==> src/rtl/seq_pkg.sv <==
// Package: shared state encoding for the converter sequencer.
// Assumes: nothing beyond IEEE 1800-2017.
package seq_pkg;

    typedef enum logic [2:0] {
        ST_IDLE   = 3'd0,   // both lines high, waiting for a request
        ST_SETUP  = 3'd1,   // read/convert low ahead of chip select
        ST_LAUNCH = 3'd2,   // both low: conversion starts
        ST_WAIT   = 3'd3,   // both high until BUSY rises
        ST_READ   = 3'd4,   // chip select low, read/convert high
        ST_HOLD   = 3'd5    // result offered on the output stream
    } seq_state_t;

endpackage

==> src/rtl/seq_down_counter.sv <==
// Module: loadable down counter that stops at zero.
// Assumes: load wins over decrement; decrement below zero is prevented by the user.
module seq_down_counter #(
    parameter int W = 8
) (
    input  logic         clk,
    input  logic         rst_n,
    input  logic         load_i,
    input  logic [W-1:0] value_i,
    input  logic         dec_i,
    output logic         zero_o
);

    logic [W-1:0] cnt_q;

    // count register: reset, load or step down
    always_ff @(posedge clk) begin
        if (!rst_n) begin
            cnt_q <= '0;
        end else if (load_i) begin
            cnt_q <= value_i;
        end else if (dec_i) begin
            cnt_q <= cnt_q - 1'b1;
        end
    end

    // zero flag for the owner's state machine
    always_comb begin
        zero_o = (cnt_q == '0);
    end

endmodule

==> src/rtl/seq_code_fmt.sv <==
// Module: maps a straight-binary code to two's complement when asked.
// Assumes: offset-binary input, so inverting the top bit re-centres the code.
module seq_code_fmt #(
    parameter int W = 16
) (
    input  logic [W-1:0] raw_i,
    input  logic         to_signed_i,
    output logic [W-1:0] code_o
);

    // invert the most significant bit only in signed mode
    always_comb begin
        code_o = {raw_i[W-1] ^ to_signed_i, raw_i[W-2:0]};
    end

endmodule

==> src/rtl/adc_conv_sequencer.sv <==
// Module: host-side sequencer for a parallel-output converter.
// Orders the control lines, spaces conversions, watches BUSY, samples the
// bus and offers each code on a valid/ready stream.
// Assumes: every *_CYC parameter is at least 1; adc_busy_i is synchronous to clk.
module adc_conv_sequencer
    import seq_pkg::*;
#(
    parameter int DATA_W      = 16,
    parameter int ACQ_CYC     = 1250,
    parameter int SETUP_CYC   = 2,
    parameter int SAMPLE_CYC  = 3,
    parameter int TIMEOUT_CYC = 2000
) (
    input  logic              clk,
    input  logic              rst_n,
    input  logic              start_i,
    input  logic              cont_i,
    input  logic              fmt_signed_i,
    input  logic              adc_busy_i,
    input  logic [DATA_W-1:0] adc_data_i,
    output logic              adc_cs_n_o,
    output logic              adc_rc_o,
    output logic              res_valid_o,
    input  logic              res_ready_i,
    output logic [DATA_W-1:0] res_data_o,
    output logic              err_o
);

    localparam int STEP_MAX = (SETUP_CYC > SAMPLE_CYC) ? SETUP_CYC : SAMPLE_CYC;
    localparam int GAP_W    = $clog2(ACQ_CYC + 1);
    localparam int STEP_W   = $clog2(STEP_MAX + 1);
    localparam int WD_W     = $clog2(TIMEOUT_CYC + 1);
    localparam logic [GAP_W-1:0]  GAP_LOAD    = GAP_W'(ACQ_CYC - 1);
    localparam logic [STEP_W-1:0] SETUP_LOAD  = STEP_W'(SETUP_CYC - 1);
    localparam logic [STEP_W-1:0] SAMPLE_LOAD = STEP_W'(SAMPLE_CYC - 1);
    localparam logic [WD_W-1:0]   WD_LOAD     = WD_W'(TIMEOUT_CYC - 1);

    seq_state_t        st_q;
    logic              busy_q;
    logic              pend_q;
    logic              err_q;
    logic [DATA_W-1:0] res_q;
    logic [DATA_W-1:0] code_w;
    logic              busy_rise;
    logic              take;
    logic              gap_zero;
    logic              step_zero;
    logic              wd_zero;
    logic              step_load;
    logic [STEP_W-1:0] step_val;

    // request decode and BUSY edge detection
    always_comb begin
        busy_rise = adc_busy_i & ~busy_q;
        take      = (st_q == ST_IDLE) && (start_i || pend_q || cont_i) && gap_zero;
        step_load = take || ((st_q == ST_WAIT) && busy_rise);
        step_val  = take ? SETUP_LOAD : SAMPLE_LOAD;
    end

    // spacing between launches
    seq_down_counter #(.W(GAP_W)) u_gap (
        .clk     (clk),
        .rst_n   (rst_n),
        .load_i  (st_q == ST_LAUNCH),
        .value_i (GAP_LOAD),
        .dec_i   (!gap_zero),
        .zero_o  (gap_zero)
    );

    // setup and sampling delays share one counter
    seq_down_counter #(.W(STEP_W)) u_step (
        .clk     (clk),
        .rst_n   (rst_n),
        .load_i  (step_load),
        .value_i (step_val),
        .dec_i   (((st_q == ST_SETUP) || (st_q == ST_READ)) && !step_zero),
        .zero_o  (step_zero)
    );

    // watchdog on the BUSY return
    seq_down_counter #(.W(WD_W)) u_wd (
        .clk     (clk),
        .rst_n   (rst_n),
        .load_i  (st_q == ST_LAUNCH),
        .value_i (WD_LOAD),
        .dec_i   ((st_q == ST_WAIT) && !wd_zero),
        .zero_o  (wd_zero)
    );

    // output code formatting
    seq_code_fmt #(.W(DATA_W)) u_fmt (
        .raw_i       (adc_data_i),
        .to_signed_i (fmt_signed_i),
        .code_o      (code_w)
    );

    // BUSY history register, idle level is high
    always_ff @(posedge clk) begin
        if (!rst_n) begin
            busy_q <= 1'b1;
        end else begin
            busy_q <= adc_busy_i;
        end
    end

    // single-shot request memory
    always_ff @(posedge clk) begin
        if (!rst_n) begin
            pend_q <= 1'b0;
        end else if (take) begin
            pend_q <= 1'b0;
        end else if (start_i) begin
            pend_q <= 1'b1;
        end
    end

    // sequencing state machine
    always_ff @(posedge clk) begin
        if (!rst_n) begin
            st_q <= ST_IDLE;
        end else begin
            unique case (st_q)
                ST_IDLE:   if (take) st_q <= ST_SETUP;
                ST_SETUP:  if (step_zero) st_q <= ST_LAUNCH;
                ST_LAUNCH: st_q <= ST_WAIT;
                ST_WAIT: begin
                    if (busy_rise) begin
                        st_q <= ST_READ;
                    end else if (wd_zero) begin
                        st_q <= ST_IDLE;
                    end
                end
                ST_READ:   if (step_zero) st_q <= ST_HOLD;
                ST_HOLD:   if (res_ready_i) st_q <= ST_IDLE;
                default:   st_q <= ST_IDLE;
            endcase
        end
    end

    // result capture on the last sampling cycle
    always_ff @(posedge clk) begin
        if (!rst_n) begin
            res_q <= '0;
        end else if ((st_q == ST_READ) && step_zero) begin
            res_q <= code_w;
        end
    end

    // one-cycle timeout flag
    always_ff @(posedge clk) begin
        if (!rst_n) begin
            err_q <= 1'b0;
        end else begin
            err_q <= (st_q == ST_WAIT) && !busy_rise && wd_zero;
        end
    end

    // control lines and stream outputs from state
    always_comb begin
        adc_cs_n_o  = !((st_q == ST_LAUNCH) || (st_q == ST_READ));
        adc_rc_o    = !((st_q == ST_SETUP) || (st_q == ST_LAUNCH));
        res_valid_o = (st_q == ST_HOLD);
        res_data_o  = res_q;
        err_o       = err_q;
    end

endmodule

==> config.mk <==
export PLATFORM = sky130hd
export DESIGN_NAME = adc_conv_sequencer
export DESIGN_NICKNAME = d
export VERILOG_FILES = /design/src/rtl/seq_pkg.sv /design/src/rtl/seq_down_counter.sv /design/src/rtl/seq_code_fmt.sv /design/src/rtl/adc_conv_sequencer.sv
export SDC_FILE = /design/constraint.sdc
export NUM_CORES = 1
export LEC_CHECK = 0
export ABC_AREA = 1
export BUFFER_PORTS_ARGS = -buffer_cell sky130_fd_sc_hd__buf_2
export CAP_MARGIN = 20
export CORE_MARGIN = 1
export CORE_UTILIZATION = 55
export CTS_CLUSTER_DIAMETER = 150
export CTS_CLUSTER_SIZE = 28
export DETAILED_ROUTE_END_ITERATION = 8
export PLACE_DENSITY = 0.77
export RECOVER_POWER = 50
export SETUP_SLACK_MARGIN = 0.02
export SYNTH_ARGS = -nofsm -noshare
export SYNTH_HDL_FRONTEND = slang
export SYNTH_SLANG_ARGS = --single-unit
==> constraint.sdc <==
create_clock -name clk -period 2.25 [get_ports clk]
set_clock_uncertainty 0.15 [all_clocks]
set_input_delay 0.45 -clock clk [delete_from_list [all_inputs] [get_ports clk]]
set_output_delay 0.45 -clock clk [all_outputs]
set_load 0.005 [all_outputs]
==> metrics, run 1 <==
CTS tree done; Synthesized Nets 344; count leader, synth nand2_1; pin count of the biggest net entering global routing 20; Unique masters post-synth 38; HP Class in2reg; count of pins over their slew limit 0; detailed placer's ending HPWL 3.44 mm; Num CTS Buffers 5; crit start category register; DIE AREA between 4000 and 5000 sq um; status finished clean; top_reg_cell synth dfxtp_1; drt via density 5.14; n_diodes 0; Avg Inst Size Synth 7.44 sq um; Crit path required time 1650 ps; die width approximately 68 um; relative max-transition margin 58.7%; Layout Cells excl Fill between 400 and 500; Area growth, synth to finish 11.8%; H-tree depth 2; clock-pin slew on the worst setup and hold paths 80 ps; WL/cell 11.3 um; First DRT Iteration DRCs 127; clock sinks 46; Tcrit/Tclk final approximately 90%; Final #Nets 388; fillcell total 367; clk buf depth 2; IO buf count 42; Syn. warnings 0; final hold vios 0; Pleak 1.22 nW; Worst-Skew Late Latency 300 ps; gpl congestion between 0.7 and 0.8; layout cells sized above 1 20.1%; die height 67.6 um; total power 3.37 mW; setup_tns 0 ps; Root Driver clkbuf_8; TritonRoute pass-1 iters 4; grt ovf 0; power density cells approximately 1300 nW/um^2; global-route wire length before repair approximately 7.8 mm; synthesis-stage register bit count 46; Worst Setup End Kind output pin; CP Max Fanout 6; Critical Path AT 1420 ps; initial antenna violation count 0; Synth area leaders dfxtp_1, nand2_1, nand3_1; vias in the first global route 1,872; final core occ 65.2%; Post-DP Area 2590 sq um; max cap viols 0; ys async rst share 0%; worst-case vdd ir drop 0.712 mV; Commonest cells post-synth nand2_1, dfxtp_1, nand3_1; DRC 0; crit path time final 2020 ps; Max Freq 494 MHz; Crit Path Class reg2out; Inst Count DP 405; Syn Std Cell Area 2360 sq um; Hold-fix buffers, CTS 0; GRT Util Overall 22.5%; Final Cell Area about 2600 sq um; RSZ-0062 raised after global routing no; Worst Tran Pin Value 619 ps; core area 4060 sq um; I/O pins 43; Site Rows 23; top-area cell type share of the netlist area 38.9%; Post-CTS Setup Repair Bufs 0; count of final setup violators 0; initial core utilization about three fifths; Gate Count Post-Synth 318; cell taking the most area after synthesis dfxtp_1; Detail Route Antenna Nets 0; Final Routed Wirelength approximately 4.7 mm; sequential area share after synthesis 38.9%; Post-synth EDFFs 0; cells resized by post-CTS repair 0; Vias roughly 2,100
[metal layers]
layer,vias to the layer above,track usage [%],wire length [um]
met3,8,5.74,206
met1,955,26.8,2220
met2,44,37.9,2150
li1,1115,-,-
met5,-,0,0
met4,0,9.31,88
[where the power goes]
group / switching [mW] / internal, mW / leakage, nW
Sequential: 0.155 / 1.02 / 0.376
Clock: 0.283 / 0.247 / 0.0472
Combinational: 1.05 / 0.620 / 0.799
Total: 1.49 / 1.89 / 1.22
[cell families after synthesis]
| family | after synthesis | share of synthesized area, % |
|---|---|---|
| DFF | 46 | 38.9 |
| adders and majority gates | 3 | 1.59 |
| xor gates and xnor gates | 8 | 2.96 |
| buffers and inverters | 52 | 10.2 |
| and+or+nand+nor | 160 | 33.8 |
| AOI/OAI and AO/OA | 49 | 12.5 |
[worst max-delay path: stages, from the launching register on]
cell and delay [ps]:
dfxtp_1 490, nand2_2 110, nor2_4 200, inv_1 90, nand2_1 70, inv_1 50, buf_2 120
[metrics by stage]
| stage | worst slack, ps | hold slack (ps) |
|---|---|---|
| 5_1_grt | 61.7 | 257 |
| 4_1_cts | 170 | 236 |
| 2_1_floorplan | 649 | 295 |
| 3_5_place_dp | 506 | 300 |
| 6_report | 227 | 246 |
| 3_3_place_gp | 534 | 295 |
[area by class of cell]
cell class	instances	area [sq um]	share of cell area [%]
inverters	43	166	6.29
well taps	50	62.6	2.37
repair buffers	46	229	8.66
clock buffers	6	82.6	3.12
multi-input cells	220	1170	44.2
clock inverters	2	12.5	0.473
flip-flops and latches	46	921	34.8
[worst paths after layout]
path                                                  from                    endpoint  slack [ps]  cells after the start
worst max-delay path                  st_q[1]$_SDFFE_PN0P_                    adc_rc_o         230                      6
worst min-delay path                               start_i         pend_q$_SDFFE_PP0P_         250                      3
worst min register to register  res_data_o[3]$_SDFFE_PN0P_  res_data_o[3]$_SDFFE_PN0P_         310                      2
worst max register to register  u_wd.cnt_q[0]$_SDFFE_PN0P_  u_wd.cnt_q[7]$_SDFFE_PN0P_         290                     10
[flip-flops by register name, summed over array words and instances, names as in the netlist]
signal / cells
pend_q: 1
err_o: 1
st_q: 3
u_gap.cnt_q: 11
u_step.cnt_q: 2
busy_q: 1
res_data_o: 16
u_wd.cnt_q: 11
[cells in the final DEF (no fill, tap or decap), drive strengths merged, types with 2 or more instances in the layout]
master / Yosys / layout
nand2: 67 / 67
dfxtp: 46 / 46
nand3: 45 / 45
inv: 41 / 41
buf: 6 / 37
a21oi: 36 / 36
nor2: 33 / 33
clkbuf: 3 / 15
nor3: 10 / 10
o21ai: 9 / 9
xor2: 6 / 6
ha: 3 / 3
clkinv: 2 / 3
or2: 2 / 2
nand4: 2 / 2
xnor2: 2 / 2
Power figures use the tool's default switching activity.
==> run 2, diff against run 1 <==
Settings changed: ABC_AREA 1 to not set, CORE_UTILIZATION 55 to 54.
==> metrics, run 2 <==
I/O pins 43 (unchanged); top_reg_cell synth dfxtp_1; H-tree depth 2 (unchanged); core area 3690 sq um (-9.1%); Final #Nets 311 (-20%); worst-case vdd ir drop 0.627 mV (-12%); Sw Share 32.5% (-12 points); drt via density 5.28 (+2.7%); Layout Cells excl Fill 334 (-19%); Internal Dissipation 1.64 mW (-13%); GRT Util Overall 21.8% (-0.70 points); CP max-delay cell and4bb_1; Final Cell Area 2440 sq um (-7.6%); Flop pwr share 43.5% (+8.8 points); Inst Count DP 326 (-20%); Synthesized Nets 270 (-22%); max cap viols 0 (unchanged); WL/cell 12.1 um (+7.4%); Final Routed Wirelength 4.05 mm (-13%); Post-CTS Setup Repair Bufs 0 (unchanged); Worst-Skew Late Latency 300 ps (about the same); Commonest cells post-synth dfxtp_1, nand2_1, a21oi_1; Worst Tran Pin Value 507 ps (-112 ps); initial antenna violation count 0 (unchanged); initial core utilization 56.9% (-1.4 points); PnR worst setup slack 219 ps (-8.61 ps); IO buf count 42 (unchanged); HP Class in2reg; die height 64.3 um (-4.8%); Worst Setup End Kind register; Pleak 0.952 nW (-22%); DRC 0 (unchanged); Area growth, synth to finish 16.5%; CTS tree done; Tcrit/Tclk final 90.3% (+0.38 points); Post-synth EDFFs 0 (unchanged); Syn Std Cell Area 2100 sq um (-11%); status finished clean; clock-pin slew on the worst setup and hold paths 80 ps (about the same); Setup WS pre-CTS 239 ps (-267 ps); RSZ-0062 raised after global routing no; Gate Count Post-Synth 244 (-23%); crit start category register; die width 64.3 um (-4.8%); Unique masters post-synth 43 (+13%); top-area cell type share of the netlist area 43.9% (+5.0 points); Crit Path Class reg2reg; cell taking the most area after synthesis dfxtp_1; synthesis-stage register bit count 46 (unchanged); total power 2.43 mW (-28%); count of final setup violators 0 (unchanged); CP cell instances inv_1 > ha_1 > nor4b_4 > and4bb_1 > o32a_1 > o21ai_1 > mux2i_1; grt ovf 0 (unchanged); Crit path required time 2290 ps (+640 ps); final core occ 66.2% (+1.1 points); Logic pwr share 31.8% (-18 points); crit path time final 2030 ps (+8.61 ps); Syn. warnings 0 (unchanged); Critical Path AT 2070 ps (+650 ps); count leader, synth dfxtp_1; count of pins over their slew limit 0 (unchanged); power density cells 996 nW/um^2 (-22%); n_diodes 0 (unchanged); worst hold slack 206 ps (-39.8 ps); Root Driver clkbuf_8; setup_tns 0 ps (unchanged); Site Rows 22 (-4.3%); First DRT Iteration DRCs 59 (-54%); final hold vios 0 (unchanged); Largest register FFs 16 (unchanged); detailed placer's ending HPWL 2.89 mm (-16%); Max Freq 492 MHz (-0.42%); sequential area share after synthesis 43.9% (+5.0 points); highest-count cells in the layout ignoring fill and taps dfxtp_1, nand2_1, buf_2, a21oi_1, nor2_1; CP max stage delay 470 ps (-20 ps); most common cell after layout, fill and taps aside dfxtp_1; global-route wire length before repair 6.93 mm (-11%); Post-DP Area 2350 sq um (-9.2%); ys async rst share 0% (unchanged); clock sinks 46 (unchanged); relative max-transition margin 66.1% (+7.4 points); Vias 1,762 (-17%); TritonRoute pass-1 iters 4 (unchanged); Avg Inst Size Synth 8.59 sq um (+16%); gpl congestion 0.831 (+5.8%); CP Max Fanout 10 (+4); clk buf depth 2 (unchanged); vias in the first global route 1,676 (-10%); Clock power frac 24.6% (+8.9 points); layout cells sized above 1 18.2% (-1.9 points); Detail Route Antenna Nets 0 (unchanged); pin count of the biggest net entering global routing 19 (-5.0%); fillcell total 330 (-10%); sw power 0.791 mW (-47%); Num CTS Buffers 5 (unchanged); DIE AREA 4140 sq um (-9.4%); cells resized by post-CTS repair 0 (unchanged); Synth area leaders dfxtp_1, nand2_1, a21oi_1; Hold-fix buffers, CTS 0 (unchanged)
run 2: changes by cell type after synthesis, moves of 5 or more:
| cell | delta |
|---|---|
| nand2b_1 | +7 |
| inv_1 | -30 |
| nand2_4 | -5 |
| nor2_1 | -8 |
| xnor2_1 | +8 |
| nand2_1 | -18 |
| nand3_1 | -36 |
| nor4_1 | +6 |
run 2: final timing paths:
check	start	endpoint	slack, ps	depth (start not counted)
min reg2reg	res_data_o[9]$_SDFFE_PN0P_	res_data_o[9]$_SDFFE_PN0P_	310	2
max reg2reg	u_gap.cnt_q[0]$_SDFFE_PN0P_	st_q[0]$_SDFFE_PN0P_	220	7
max	u_gap.cnt_q[0]$_SDFFE_PN0P_	st_q[0]$_SDFFE_PN0P_	220	7
min	adc_busy_i	busy_q$_SDFF_PN1_	210	2
run 2: power by group through the flow:
stage,Clock (mW),Sequential [mW],Combinational [mW]
after floorplan,0,1.03,0.682
after global placement,0,1.07,0.766
after detailed placement,0,1.07,0.778
after CTS,0.609,1.06,0.783
after global routing,0.650,1.08,0.868
final,0.599,1.06,0.774
run 2: layer usage:
layer / routed length (um) / up-vias / track usage (%) / share of wire [%]
met5: 0 / - / 0 / 0
met4: 63 / 0 / 10.6 / 1.6
met3: 193 / 6 / 5.54 / 4.8
met2: 1900 / 37 / 36.4 / 47
met1: 1890 / 806 / 25.7 / 47
li1: - / 913 / - / -
run 2: worst max-delay path: cells and delay by family (launching register included):
kind / cells / cell delay [ps]
muxes: 1 / 130
buffers and inverters: 1 / 90
DFF: 1 / 330
and+or+nand+nor: 2 / 720
adders and majority gates: 1 / 180
AOI/OAI and AO/OA: 2 / 310
run 2: cell families (layout without fill, tap and decap cells):
kind of cell    Yosys count  after routing  synth area share, %
xor+xnor                 20             20                 8.35
compound gates           44             44                 12.3
mux                       4              4                 1.97
buf+inv                  20             62                 4.06
simple gates            107            107                 27.6
flops                    46             46                 43.9
fa+ha+maj                 3              3                 1.79
run 2: cell type report:
| class | count | area, sq um | area share, % |
|---|---|---|---|
| Sequential cell | 46 | 921 | 37.7 |
| Multi-Input combinational cell | 178 | 1090 | 44.5 |
| Inverter | 8 | 30.0 | 1.23 |
| Clock inverter | 3 | 40.0 | 1.64 |
| Tap cell | 48 | 60.1 | 2.46 |
| Timing Repair Buffer | 46 | 235 | 9.63 |
| Clock buffer | 5 | 68.8 | 2.82 |
